### src/rtl/gbx_pkg.sv
package gbx_pkg;

    // Default widths: half of a 66-bit block in, one serializer word out.
    parameter int GBX_IN_W  = 33;
    parameter int GBX_OUT_W = 16;

    // Action chosen for the current cycle.
    typedef enum logic [1:0] {
        ACT_IDLE = 2'b00,
        ACT_TAKE = 2'b01,
        ACT_EMIT = 2'b10,
        ACT_BOTH = 2'b11
    } gbx_act_t;

    function automatic logic act_emits(input gbx_act_t a);
        return (a == ACT_EMIT) || (a == ACT_BOTH);
    endfunction

    function automatic logic act_takes(input gbx_act_t a);
        return (a == ACT_TAKE) || (a == ACT_BOTH);
    endfunction

    function automatic gbx_act_t act_of(input logic emit, input logic take);
        return gbx_act_t'({emit, take});
    endfunction

endpackage

### src/rtl/gbx_level.sv
// Fill-level control: tracks how many bits the residue holds and decides
// each cycle whether a word leaves and whether a new word enters.
module gbx_level
    import gbx_pkg::*;
#(
    parameter int IN_W  = GBX_IN_W,
    parameter int OUT_W = GBX_OUT_W,
    localparam int HOLD_W = IN_W + OUT_W - 1,
    localparam int CNT_W  = $clog2(HOLD_W + 1)
) (
    input  logic             clk,
    input  logic             rst,
    input  logic             in_valid,
    output logic [CNT_W-1:0] fill,
    output logic [CNT_W-1:0] base,
    output gbx_act_t         act,
    output logic             in_ready,
    output logic             out_valid
);

    // Room for a new word once one output word has left.
    localparam int ROOM_LIM = 2 * OUT_W;

    logic             take;
    logic [CNT_W-1:0] fill_nxt;

    always_comb begin
        out_valid = (fill >= CNT_W'(OUT_W));
        in_ready  = (fill <  CNT_W'(ROOM_LIM));
        take      = in_valid && in_ready;
        act       = act_of(out_valid, take);
        base      = out_valid ? (fill - CNT_W'(OUT_W)) : fill;
        fill_nxt  = take ? (base + CNT_W'(IN_W)) : base;
    end

    always_ff @(posedge clk) begin
        if (rst) begin
            fill <= '0;
        end else begin
            fill <= fill_nxt;
        end
    end

endmodule

### src/rtl/gbx_merge.sv
// Residue datapath: drops the leaving word off the bottom and lays a new
// input word directly above the bits that remain.
module gbx_merge
    import gbx_pkg::*;
#(
    parameter int IN_W  = GBX_IN_W,
    parameter int OUT_W = GBX_OUT_W,
    localparam int HOLD_W = IN_W + OUT_W - 1,
    localparam int CNT_W  = $clog2(HOLD_W + 1)
) (
    input  logic             clk,
    input  logic             rst,
    input  gbx_act_t         act,
    input  logic [CNT_W-1:0] base,
    input  logic [IN_W-1:0]  in_data,
    output logic [OUT_W-1:0] out_data
);

    logic [HOLD_W-1:0] hold;
    logic [HOLD_W-1:0] shifted;
    logic [HOLD_W-1:0] placed;
    logic [HOLD_W-1:0] hold_nxt;
    logic              emit;
    logic              take;

    always_comb begin
        emit    = act_emits(act);
        take    = act_takes(act);
        shifted = emit ? (hold >> OUT_W) : hold;
        placed  = HOLD_W'(in_data) << base;
    end

    // Per-bit select: below the fill point keep old bits, above it take the
    // new word or clear, so bits past the fill point are always zero.
    for (genvar i = 0; i < HOLD_W; i++) begin : g_bit
        logic keep_lo;
        assign keep_lo     = (CNT_W'(i) < base);
        assign hold_nxt[i] = keep_lo ? shifted[i] : (take & placed[i]);
    end

    always_ff @(posedge clk) begin
        if (rst) begin
            hold <= '0;
        end else begin
            hold <= hold_nxt;
        end
    end

    assign out_data = hold[OUT_W-1:0];

endmodule

### src/rtl/txgear_top.sv
module txgear_top
    import gbx_pkg::*;
#(
    parameter int IN_W  = GBX_IN_W,
    parameter int OUT_W = GBX_OUT_W,
    localparam int HOLD_W = IN_W + OUT_W - 1,
    localparam int CNT_W  = $clog2(HOLD_W + 1)
) (
    input  logic             clk,
    input  logic             rst,
    input  logic [IN_W-1:0]  in_data,
    input  logic             in_valid,
    output logic             in_ready,
    output logic [OUT_W-1:0] out_data,
    output logic             out_valid
);

    logic [CNT_W-1:0] fill;
    logic [CNT_W-1:0] base;
    gbx_act_t         act;

    gbx_level #(.IN_W(IN_W), .OUT_W(OUT_W)) u_level (
        .clk       (clk),
        .rst       (rst),
        .in_valid  (in_valid),
        .fill      (fill),
        .base      (base),
        .act       (act),
        .in_ready  (in_ready),
        .out_valid (out_valid)
    );

    gbx_merge #(.IN_W(IN_W), .OUT_W(OUT_W)) u_merge (
        .clk      (clk),
        .rst      (rst),
        .act      (act),
        .base     (base),
        .in_data  (in_data),
        .out_data (out_data)
    );

endmodule

### config.mk
export PLATFORM = sky130hd
export DESIGN_NAME = txgear_top
export DESIGN_NICKNAME = d
export VERILOG_FILES = /design/src/rtl/gbx_pkg.sv /design/src/rtl/gbx_level.sv /design/src/rtl/gbx_merge.sv /design/src/rtl/txgear_top.sv
export SDC_FILE = /design/constraint.sdc
export NUM_CORES = 1
export LEC_CHECK = 0
export BUFFER_PORTS_ARGS = -buffer_cell sky130_fd_sc_hd__buf_2
export CAP_MARGIN = 15
export CORE_UTILIZATION = 53
export DETAILED_ROUTE_END_ITERATION = 10
export GPL_ROUTABILITY_DRIVEN = 0
export PLACE_DENSITY = 0.76
export SLEW_MARGIN = 20
export SYNTH_ARGS = -nofsm -noshare
export SYNTH_HDL_FRONTEND = slang
export SYNTH_SLANG_ARGS = --single-unit
### constraint.sdc
create_clock -name clk -period 2.4 [get_ports clk]
set_input_delay 0.48 -clock clk [delete_from_list [all_inputs] [get_ports clk]]
set_output_delay 0.48 -clock clk [all_outputs]
set_load 0.05 [all_outputs]
==> results.json <==
{
  "die_h_um": 91.1,
  "final-setup-viol-count": 0,
  "slew_headroom": 0.535,
  "cts.htree.levels": 2,
  "synth_top_area_cell": "dfxtp_1",
  "synth_edf_count": 0,
  "cts.sinks": 54,
  "grt_pass1_wl_um": 19500,
  "cts_buffers": 5,
  "synth_ff_type": "dfxtp_1",
  "ys_ff_latch": 54,
  "start_util": 0.547,
  "grt.overflow.total": 0,
  "hp-class": "in -> reg",
  "post-route-min-period_ns": 2.13,
  "r2r_start": "u_level.fill[0]",
  "track_usage": 0.297,
  "cts_tree": "built",
  "synth_area_leaders": "dfxtp_1 (26%), mux4_2 (12%), mux2i_1 (9.8%)",
  "critPathMaxFanout": 19,
  "r2r_end": "u_merge.hold[7]",
  "wire_per_inst_um": 19.4,
  "die_width_um": 91.1,
  "finalHoldViolCount": 0,
  "max_freq_mhz": 469,
  "drt-total-wl_um": 12000,
  "vdd_ir_drop_max_v": 0.000288,
  "vias": 4050,
  "stdcell_area_um2": 4530,
  "maxSlewViolCount": 0,
  "synthArstFlopShare": 0,
  "io_pins": 54,
  "rows": 32,
  "grt_max_degree": 43,
  "critical_path.slowest_cell": "dfxtp_2",
  "worst_pin_slew_ns": 0.697,
  "synthDistinctLibCells": 64,
  "leakagePower_uw": 0.00167,
  "grt_pass1_vias": 3708,
  "maxCapViolCount": 0,
  "dr.first_iter.drc_count": 678,
  "status": "completed",
  "cts_hold_buf": 0,
  "worstSetupPathType": "reg -> reg",
  "fill_cells": 731,
  "drt_pass1_iterations": 5,
  "synth_fp_nets": 528,
  "max_stage_delay_ns": 0.67,
  "final.setup.tns_ns": 0,
  "power_density_nw_per_um2": 519,
  "die_area_um2": 8300,
  "worstPathArrival_ns": 2.37,
  "post-dp-hpwl_um": 9010,
  "drc": 0,
  "area_growth_pct": 7.73,
  "core-area_um2": 7690,
  "post-cts-setup-buffers": 0,
  "ant_nets": 0,
  "path_cells": "buf_4 -> inv_4 -> and3_1 -> nor4_2 -> nand2_1 -> a211oi_2",
  "fin_crit_sh": 0.889,
  "reg2reg_depth": 6,
  "final_layout_size_suffix_gt1_frac": 0.264,
  "startpoint_type": "flip-flop",
  "io_buffers": 53,
  "clk_pin_slew_ns": 0.09,
  "required_ns": 2.63,
  "synth.avg_cell_area_um2": 8.60,
  "cts_buffer_depth": 2,
  "hold_path_end": "u_level.fill[3]",
  "clockRootBuffer": "clkbuf_8",
  "ys.warnings.count": 0,
  "worst_path_dominant_cell_family": "simple AND/OR/NAND/NOR gates",
  "grt_antenna_before_repair": 1,
  "syn_area_um2": 4210,
  "dpl-instance-area_um2": 4430,
  "antenna_cells": 0,
  "post_drt_via_cell_ratio": 6.56,
  "whs_path_depth": 2,
  "skew_ns": 0.00177,
  "min_from": "rst",
  "cts_resized": 0,
  "r2r_slack_ns": 0.27,
  "clock_latency_ns": 0.30,
  "cp-end-kind": "flip-flop",
  "rsz0062_at_grt": "no",
  "final_nets": 553,
  "critPathBufInv": 2,
  "yosysSeqAreaShare": 0.257,
  "syn_inst": 489,
  "worstSetupPathDepth": 6,
  "synth.top_cell.area_share": 0.257
}
[kinds of logic (layout without fill, tap and decap cells)]
kind of cell,Yosys count,count (layout),share of synthesized area
buffers and inverters,66,92,0.0949
xor gates and xnor gates,3,3,0.00625
DFF,54,54,0.257
adders and majority gates,3,3,0.00892
muxes,85,85,0.277
AOI/OAI and AO/OA,115,115,0.175
and+or+nand+nor,163,163,0.181
[synth_stat cells (3+ instances only)]
cell type / count
a21o_1: 3
a21oi_1: 36
a31oi_1: 7
a32oi_1: 3
and3_1: 4
buf_1: 3
buf_2: 10
buf_4: 19
buf_6: 5
clkbuf_1: 20
dfxtp_1: 54
ha_1: 3
inv_1: 4
mux2_1: 4
mux2_2: 17
mux2i_1: 41
mux4_2: 23
nand2_1: 53
nand2b_1: 9
nand3_1: 12
nor2_1: 51
nor2b_1: 9
nor3_1: 9
nor4_1: 3
o211ai_1: 8
o21a_1: 3
o21ai_0: 9
o21ai_1: 14
o22ai_1: 8
[worst max path at each step]
| stage | start | endpoint | slack (ns) |
|---|---|---|---|
| global placement | u_level.fill[0] | u_merge.hold[7] | 0.34 |
| global route | u_level.fill[0] | u_merge.hold[4] | 0.13 |
| floorplan | u_level.fill[0] | u_merge.hold[32] | 0.56 |
| detailed placement | u_level.fill[0] | u_merge.hold[7] | 0.29 |
| finish | u_level.fill[0] | u_merge.hold[7] | 0.27 |
| CTS | u_level.fill[0] | u_merge.hold[7] | 0.26 |
[cells in the final DEF, fill, tap and decap left out, types with 2 or more instances in the layout]
master / instances
nand2_1: 53
buf_2: 53
nor2_1: 51
dfxtp_1: 50
mux2i_1: 41
a21oi_1: 36
mux4_2: 23
buf_4: 23
mux2_2: 17
o21ai_1: 14
nand3_1: 12
nand2b_1: 9
nor2b_1: 9
o21ai_0: 9
nor3_1: 9
o22ai_1: 8
o211ai_1: 8
a31oi_1: 7
clkbuf_8: 7
inv_1: 4
and3_1: 4
mux2_1: 4
dfxtp_2: 4
a21o_1: 3
nor4_1: 3
o21a_1: 3
a32oi_1: 3
ha_1: 3
clkinv_1: 2
nor4_2: 2
and2_1: 2
o32ai_1: 2
xnor2_1: 2
and3b_1: 2
nor3b_1: 2
a32o_1: 2
o311ai_0: 2
a31o_2: 2
[routing by layer]
| layer | vias to the layer above | track usage | part of all wire |
|---|---|---|---|
| li1 | 1828 | - | - |
| met1 | 1912 | 0.412 | 0.42 |
| met2 | 270 | 0.473 | 0.45 |
| met3 | 40 | 0.0461 | 0.096 |
| met4 | 0 | 0.0966 | 0.032 |
| met5 | - | 0 | 0 |
[flip-flops by register name, indices dropped and copies added (netlist names)]
name,flops
u_merge.hold,48
u_level.fill,6
[where the power goes]
| group | total [uW] | switching [uW] | internal [uW] |
|---|---|---|---|
| logic | 808 | 489 | 319 |
| clock network | 562 | 297 | 265 |
| registers | 982 | 40.6 | 941 |
| total | 2350 | 827 | 1530 |
[stage by stage]
step / setup slack [ns] / util / hold WS, ns / std cells / power (uW)
2_1_floorplan: 0.557 / - / 0.407 / 489 / 1600
3_3_place_gp: 0.345 / 0.576 / 0.417 / 609 / 1780
3_5_place_dp: 0.285 / 0.576 / 0.430 / 609 / 1790
4_1_cts: 0.260 / 0.590 / 0.430 / 617 / 2340
5_1_grt: 0.126 / 0.590 / 0.425 / 617 / 2460
6_report: 0.267 / 0.590 / 0.437 / 617 / 2350
[final cells by class]
class,instances,area [um2],share of cell area
flip-flops and latches,54,1090,0.240
clock buffers,7,96.3,0.0213
multi-input cells,369,2730,0.602
inverters,7,28.8,0.00635
repair buffers,77,458,0.101
clock inverters,1,8.76,0.00193
well taps,102,128,0.0282
Power figures use the tool's default switching activity.
